==> src/rtl/ifs_pkg.sv <==
package ifs_pkg;
  // Frames between repeated sends; a spacing of 0 means every frame.
  function automatic int unsigned frame_period(input int unsigned field);
    return (field == 0) ? 1 : field;
  endfunction
endpackage

==> src/rtl/ifs_slot.sv <==
module ifs_slot #(
  parameter int unsigned CNT_W    = 8,
  parameter bit          IS_BURST = 1'b0
) (
  input  logic             clk,
  input  logic             rst_n,
  input  logic             vs_edge,
  input  logic             en,
  input  logic             rpt,
  input  logic             now_set,
  input  logic [CNT_W-1:0] reload,
  input  logic             served,
  output logic             eligible,
  output logic             trig
);
  logic trig_q;
  logic rep_on;
  logic rep_elig;

  assign rep_on = en & rpt;

  always_ff @(posedge clk or negedge rst_n) begin
    if (!rst_n)            trig_q <= 1'b0;
    else if (!en || rpt)   trig_q <= 1'b0;
    else if (now_set)      trig_q <= 1'b1;
    else if (served)       trig_q <= 1'b0;
  end

  generate
    if (IS_BURST) begin : g_burst
      logic [CNT_W-1:0] burst_q;
      always_ff @(posedge clk or negedge rst_n) begin
        if (!rst_n)                          burst_q <= '0;
        else if (!rep_on)                    burst_q <= '0;
        else if (vs_edge)                    burst_q <= reload;
        else if (served && burst_q != '0)    burst_q <= burst_q - 1'b1;
      end
      assign rep_elig = (burst_q != '0);

      p_burst_dec_r8: assert property (@(posedge clk) disable iff (!rst_n)
        (rep_on && served && !vs_edge && burst_q != '0) |=> (burst_q == $past(burst_q) - 1'b1));
    end else begin : g_frame
      logic [CNT_W-1:0] cnt_q;
      logic             pend_q;
      logic             raise;
      assign raise = rep_on & vs_edge & (cnt_q <= 1);
      always_ff @(posedge clk or negedge rst_n) begin
        if (!rst_n) begin
          cnt_q  <= '0;
          pend_q <= 1'b0;
        end else if (!rep_on) begin
          cnt_q  <= '0;
          pend_q <= 1'b0;
        end else begin
          if (vs_edge)
            cnt_q <= (cnt_q <= 1) ? CNT_W'(ifs_pkg::frame_period(int'(reload))) : cnt_q - 1'b1;
          pend_q <= raise | (pend_q & ~served);
        end
      end
      assign rep_elig = pend_q;

      p_pend_kept_r7: assert property (@(posedge clk) disable iff (!rst_n)
        (rep_on && pend_q && !served) |=> pend_q);
      p_raise_on_edge_r4: assert property (@(posedge clk) disable iff (!rst_n)
        $rose(pend_q) |-> $past(vs_edge));
    end
  endgenerate

  assign eligible = en & (rpt ? rep_elig : trig_q);
  assign trig     = trig_q;

  p_trig_clear_r2: assert property (@(posedge clk) disable iff (!rst_n)
    (served && en && !rpt && !now_set) |=> !trig_q);
  p_now_ignored_r3: assert property (@(posedge clk) disable iff (!rst_n)
    rpt |=> !trig_q);
endmodule

==> src/rtl/ifs_arbiter.sv <==
module ifs_arbiter #(
  parameter int unsigned NUM_TYPES = 11,
  parameter int unsigned IDX_W     = (NUM_TYPES > 1) ? $clog2(NUM_TYPES) : 1
) (
  input  logic                 clk,
  input  logic                 rst_n,
  input  logic [NUM_TYPES-1:0] elig,
  output logic                 req,
  output logic [IDX_W-1:0]     idx
);
  function automatic logic [IDX_W-1:0] lowest_set(input logic [NUM_TYPES-1:0] v);
    logic [IDX_W-1:0] r;
    r = '0;
    for (int i = NUM_TYPES - 1; i >= 0; i--)
      if (v[i]) r = IDX_W'(i);
    return r;
  endfunction

  assign req = |elig;
  assign idx = lowest_set(elig);

  p_req_sel_r9: assert property (@(posedge clk) disable iff (!rst_n)
    req |-> elig[idx]);
endmodule

==> src/rtl/ifs_sched.sv <==
module ifs_sched #(
  parameter int unsigned NUM_TYPES = 11,
  parameter int unsigned SPACE_W   = 4,
  parameter int unsigned CNT_W     = 8,
  parameter int unsigned IDX_W     = (NUM_TYPES > 1) ? $clog2(NUM_TYPES) : 1
) (
  input  logic                         clk,
  input  logic                         rst_n,
  input  logic                         vsync,
  input  logic                         slot_grant,
  input  logic [NUM_TYPES-1:0]         type_en,
  input  logic [NUM_TYPES-1:0]         type_rpt,
  input  logic [NUM_TYPES-1:0]         now_set,
  input  logic [NUM_TYPES*SPACE_W-1:0] spacing,
  input  logic [CNT_W-1:0]             gm_count,
  output logic                         pkt_req,
  output logic [IDX_W-1:0]             pkt_idx,
  output logic [NUM_TYPES-1:0]         now_pend
);
  localparam int unsigned BURST_IDX = NUM_TYPES - 1;

  logic                 vs_d;
  logic                 vs_edge;
  logic [NUM_TYPES-1:0] elig;
  logic [NUM_TYPES-1:0] served;

  always_ff @(posedge clk or negedge rst_n) begin
    if (!rst_n) vs_d <= 1'b0;
    else        vs_d <= vsync;
  end
  assign vs_edge = vsync & ~vs_d;

  for (genvar i = 0; i < NUM_TYPES; i++) begin : g_type
    localparam bit BURST = (i == BURST_IDX);
    logic [CNT_W-1:0] reload;
    if (BURST) begin : g_rl_burst
      assign reload = gm_count;
    end else begin : g_rl_frame
      assign reload = CNT_W'(spacing[i*SPACE_W +: SPACE_W]);
    end
    assign served[i] = slot_grant & pkt_req & (pkt_idx == IDX_W'(i));
    ifs_slot #(.CNT_W(CNT_W), .IS_BURST(BURST)) u_slot (
      .clk(clk), .rst_n(rst_n), .vs_edge(vs_edge),
      .en(type_en[i]), .rpt(type_rpt[i]), .now_set(now_set[i]),
      .reload(reload), .served(served[i]),
      .eligible(elig[i]), .trig(now_pend[i])
    );
  end

  ifs_arbiter #(.NUM_TYPES(NUM_TYPES), .IDX_W(IDX_W)) u_arb (
    .clk(clk), .rst_n(rst_n), .elig(elig), .req(pkt_req), .idx(pkt_idx)
  );

  p_grant_enabled_r1: assert property (@(posedge clk) disable iff (!rst_n)
    pkt_req |-> type_en[pkt_idx]);
  p_one_served_r6: assert property (@(posedge clk) disable iff (!rst_n)
    $onehot0(served));
endmodule

==> config.mk <==
export PLATFORM = sky130hd
export DESIGN_NAME = ifs_sched
export DESIGN_NICKNAME = d
export VERILOG_FILES = /design/src/rtl/ifs_pkg.sv /design/src/rtl/ifs_slot.sv /design/src/rtl/ifs_arbiter.sv /design/src/rtl/ifs_sched.sv
export SDC_FILE = /design/constraint.sdc
export NUM_CORES = 1
export LEC_CHECK = 0
export ABC_CLOCK_PERIOD_IN_PS = 2200
export BUFFER_PORTS_ARGS = -buffer_cell sky130_fd_sc_hd__buf_2
export CAP_MARGIN = 20
export CORE_ASPECT_RATIO = 1.2
export CORE_UTILIZATION = 53
export CTS_BUF_LIST = sky130_fd_sc_hd__clkbuf_4
export DETAILED_ROUTE_END_ITERATION = 8
export GPL_TIMING_DRIVEN = 0
export PLACE_DENSITY = 0.88
export SYNTH_ARGS = -nofsm -noshare
export SYNTH_HDL_FRONTEND = slang
export SYNTH_SLANG_ARGS = --single-unit
==> constraint.sdc <==
create_clock -name clk -period 2.2 [get_ports clk]
set_input_delay 0.44 -clock clk [delete_from_list [all_inputs] [get_ports clk]]
set_output_delay 0.44 -clock clk [all_outputs]
set_load 0.02 [all_outputs]
==> impl_metrics.tcl <==
set metrics [dict create \
    status "finished with violations" \
    violations "setup timing" \
    combPwrFrac_pct 29.5 \
    antenna_found_initial 1 \
    maxCapViolCount 0 \
    intPower_uw 2970 \
    pwr-share-seq_pct 48.0 \
    r2r_setup_slack_ns -0.45 \
    fin_nets 1038 \
    met3_usage_pct 4.50 \
    reg2reg_depth 10 \
    area_growth_syn_to_layout_pct 23.5 \
    die_area_sq_um 12900 \
    pwr_density_cell_nw_per_um2 552 \
    grt_first_pass_wirelength_um 30100 \
    p_sw_uw 1510 \
    arrival_ns 3.06 \
    grt_pass1_vias 6176 \
    synth_top_area_cell "dfrtp_1" \
    clkTransAtPathRegs_ns 0.17 \
    cts_buffer_depth 2 \
    final_hold_viol_count 0 \
    rows 44 \
    hp-class "input port to flop" \
    p_sw_share_pct 33.7 \
    grt_max_degree 63 \
    path_cells "inv_2, ha_4, nor3b_4, a31oi_2, nand2_1, a211oi_2, buf_4, nand4_1, or4_1, a311oi_2" \
    yosys-top-cells-area "dfrtp_1 42%, a21oi_1 7.5%, nor2_1 6.2%" \
    crit_fanout 5 \
    clockPowerShare_pct 22.5 \
    clkLatencyLatePin_ns 0.48 \
    slew_headroom_pct 55.7 \
    drc 0 \
    clock_skew_ns 0.0343 \
    cts_buffers 9 \
    synthFlopType "dfrtp_1" \
    path_class "flop to flop" \
    grtUsageMet2_pct 49.9 \
    min_from "vsync" \
    tns_ns -6.15 \
    place_area_sq_um 7320 \
    pre_cts_ws_ns -0.967 \
    drive_gt1_share_pct 26.6 \
    synthArstFlopShare_pct 100 \
    busiest_layer "met2" \
    drt_first_pass_iters 8 \
    whs_ns 0.0892 \
    met1_usage_pct 37.7 \
    seq_area_frac_synth_pct 41.9 \
    ys_types 54 \
    finalSetupViolCount 32 \
    cts_tree "yes" \
    grt_usage_pct 29.9 \
    worst_path_dominant_cell_family "simple AND/OR/NAND/NOR gates" \
    io_pins 105 \
    final_max_slew_viol_count 0 \
    fillers 965 \
    drt_iter0_drc 676 \
    viasPerCell 6.34 \
    wl_um 20500 \
    setup_ws_ns -0.454 \
    die_y_um 124 \
    yosysWarnings 0 \
    design_area_sq_um 8120 \
    synthesis.nets 901 \
    rsz0062_at_grt "yes" \
    htreeDepth 3 \
    netlist_instances 791 \
    place_congestion 0.910 \
    root_buffer "clkbuf_4" \
    vias 6930 \
    hpwlAfterDp_um 12700 \
    syn-cell-area_sq_um 6580 \
    endpoint_kind "flop" \
    dieWidth_um 104 \
    period_share_pct 121 \
    critPathLaunchType "flop" \
    synth.top_cell.area_share_pct 41.9 \
    timing.rr.end "g_type[10].u_slot.g_burst.burst_q[7]" \
    initial_core_util_pct 54.3 \
    crit_buf_inv 2 \
    min_period_ns 2.65 \
    synth-seq-cells 110 \
    clock_sinks 110 \
    crit_slowest_cell "or4_1" \
    vdd_ir_drop_max_mv 0.355 \
    portBuffers 100 \
    critPathMaxStageDelay_ns 0.55 \
    core_sq_um 12100 \
    holdPathEnd "vs_d" \
    synth-edff-count 0 \
    p_leak_uw 0.00370 \
    tightest_slew_ns 0.664 \
    syn_avg_cell_area_sq_um 8.31 \
    fmax_mhz 377 \
    reg2reg_from "g_type[10].u_slot.g_burst.burst_q[1]" \
    hold-path-cell-count 1 \
    postRouteAntennaNets 0 \
    overflow 0 \
    wl_per_cell_um 18.7 \
    required_ns 2.61 \
]
## worst max-delay path by stage
| stage | startpoint | depth (start not counted) | endpoint | slack (ns) |
|---|---|---|---|---|
| after global placement | vsync | 7 | g_type[10].u_slot.g_burst.burst_q[7] | -0.96 |
| final | g_type[10].u_slot.g_burst.burst_q[1] | 10 | g_type[10].u_slot.g_burst.burst_q[7] | -0.45 |
| after CTS | g_type[6].u_slot.trig | 5 | pkt_idx[0] | -0.36 |
| after floorplan | type_rpt[4] | 7 | g_type[10].u_slot.g_burst.burst_q[7] | -0.13 |
| after detailed placement | vsync | 7 | g_type[10].u_slot.g_burst.burst_q[7] | -0.97 |
| after global routing | g_type[10].u_slot.g_burst.burst_q[1] | 10 | g_type[10].u_slot.g_burst.burst_q[7] | -0.56 |
## sequential cells by signal, summed over array words and instances (netlist names)
register and cells:
g_type.u_slot.g_burst.burst_q 8, g_type.u_slot.g_frame.pend_q 10, g_type.u_slot.trig 11, vs_d 1, g_type.u_slot.g_frame.cnt_q 80
## cell usage in the layout, fill, tap and decap left out, types with 4 or more instances in the layout
cell / synthesis / layout
nand2_1: 83 / 80
or3_1: 28 / 26
nor4_4: 1 / 5
clkbuf_1: 21 / 4
clkbuf_2: 0 / 14
mux2i_1: 6 / 5
or4_1: 15 / 13
nor2b_1: 10 / 6
buf_4: 11 / 37
nor3b_1: 13 / 10
a21oi_1: 98 / 92
nand3b_1: 4 / 4
buf_2: 1 / 97
clkbuf_4: 0 / 13
nor3_1: 53 / 48
a21oi_2: 0 / 6
o211ai_1: 12 / 12
inv_1: 31 / 29
mux2_2: 5 / 5
nand3_1: 8 / 8
nand2b_1: 10 / 9
o31ai_1: 17 / 15
nor4_1: 16 / 9
nor2_1: 109 / 107
dfrtp_1: 110 / 109
ha_1: 21 / 20
a22oi_1: 10 / 8
buf_6: 0 / 7
a211oi_1: 6 / 4
a311oi_1: 5 / 4
o21ai_0: 36 / 33
## layout make-up
type | count | area, sq um | share of cell area [%]
antenna | 1 | 2.50 | 0.0308
tap | 161 | 201 | 2.48
multi-input combinational | 611 | 3920 | 48.2
timing repair buffer | 129 | 786 | 9.67
sequential | 110 | 2750 | 33.9
inverter | 31 | 116 | 1.43
clock buffer | 11 | 82.6 | 1.02
clock inverter | 3 | 37.5 | 0.462
buffer | 36 | 224 | 2.76
## cells by family (layout without fill, tap and decap cells)
kind of cell | after synthesis | in the layout | synth area share [%]
compound gates | 208 | 208 | 19.2
xor+xnor | 1 | 1 | 0.133
fa+ha+maj | 21 | 21 | 4.00
buf+inv | 70 | 210 | 4.64
flops | 110 | 110 | 41.9
mux | 16 | 16 | 2.74
other cells | 0 | 1 | 0
simple gates | 365 | 365 | 27.4
## per-layer routing
metal  wire length, um  part of all wire, %  vias up
met3              1950                  9.5      105
li1                  -                    -     3125
met1              7600                   37     3285
met5                 0                    0        -
met2              9810                   48      415
met4              1100                  5.4        0
## synth_stat cells (2+ instances only)
master / n
nand4_1: 3
a211oi_1: 6
nand3b_1: 4
or3_1: 28
nor3b_1: 13
nor3_1: 53
nor4b_1: 5
a22oi_1: 10
o21ai_1: 3
buf_1: 6
or4_1: 15
nor2_1: 109
inv_1: 31
nand3_1: 8
o2111ai_1: 2
dfrtp_1: 110
a31oi_1: 2
nand2_1: 83
mux2_1: 3
clkbuf_1: 21
o21ai_0: 36
nor2b_1: 10
ha_1: 21
nand3_2: 2
a2bb2oi_1: 2
buf_4: 11
a311oi_1: 5
o211ai_1: 12
o31a_1: 2
o41ai_1: 3
mux2_4: 2
nand2b_1: 10
o31ai_1: 17
nor4_1: 16
mux2_2: 5
mux2i_1: 6
and2_1: 2
a21oi_1: 98
## power by group through the flow
stage,Combinational [uW],Sequential (uW),Clock (uW)
after floorplan,693,2160,0
final,1320,2150,1010
after global routing,1430,2160,1090
after detailed placement,1040,2180,0
after global placement,1020,2180,0
after CTS,1150,2140,1000
## through the flow
step	power (uW)	std cells	utilization (%)
after detailed placement	3220	1053	60.4
final	4490	1093	67.1
after CTS	4300	1083	64.4
after global routing	4690	1093	67.1
after floorplan	2860	791	-
after global placement	3200	1052	60.2
## what timing repair did
item | CTS | global route
gates resized for setup | 61 | 67
setup endpoints to repair | 81 | 81
pin swaps | 20 | 23
hold buffers | 1 | 0
buffers inserted | 15 | 13
hold endpoints to repair | 9 | 0
(Power assumes the default switching activity.)
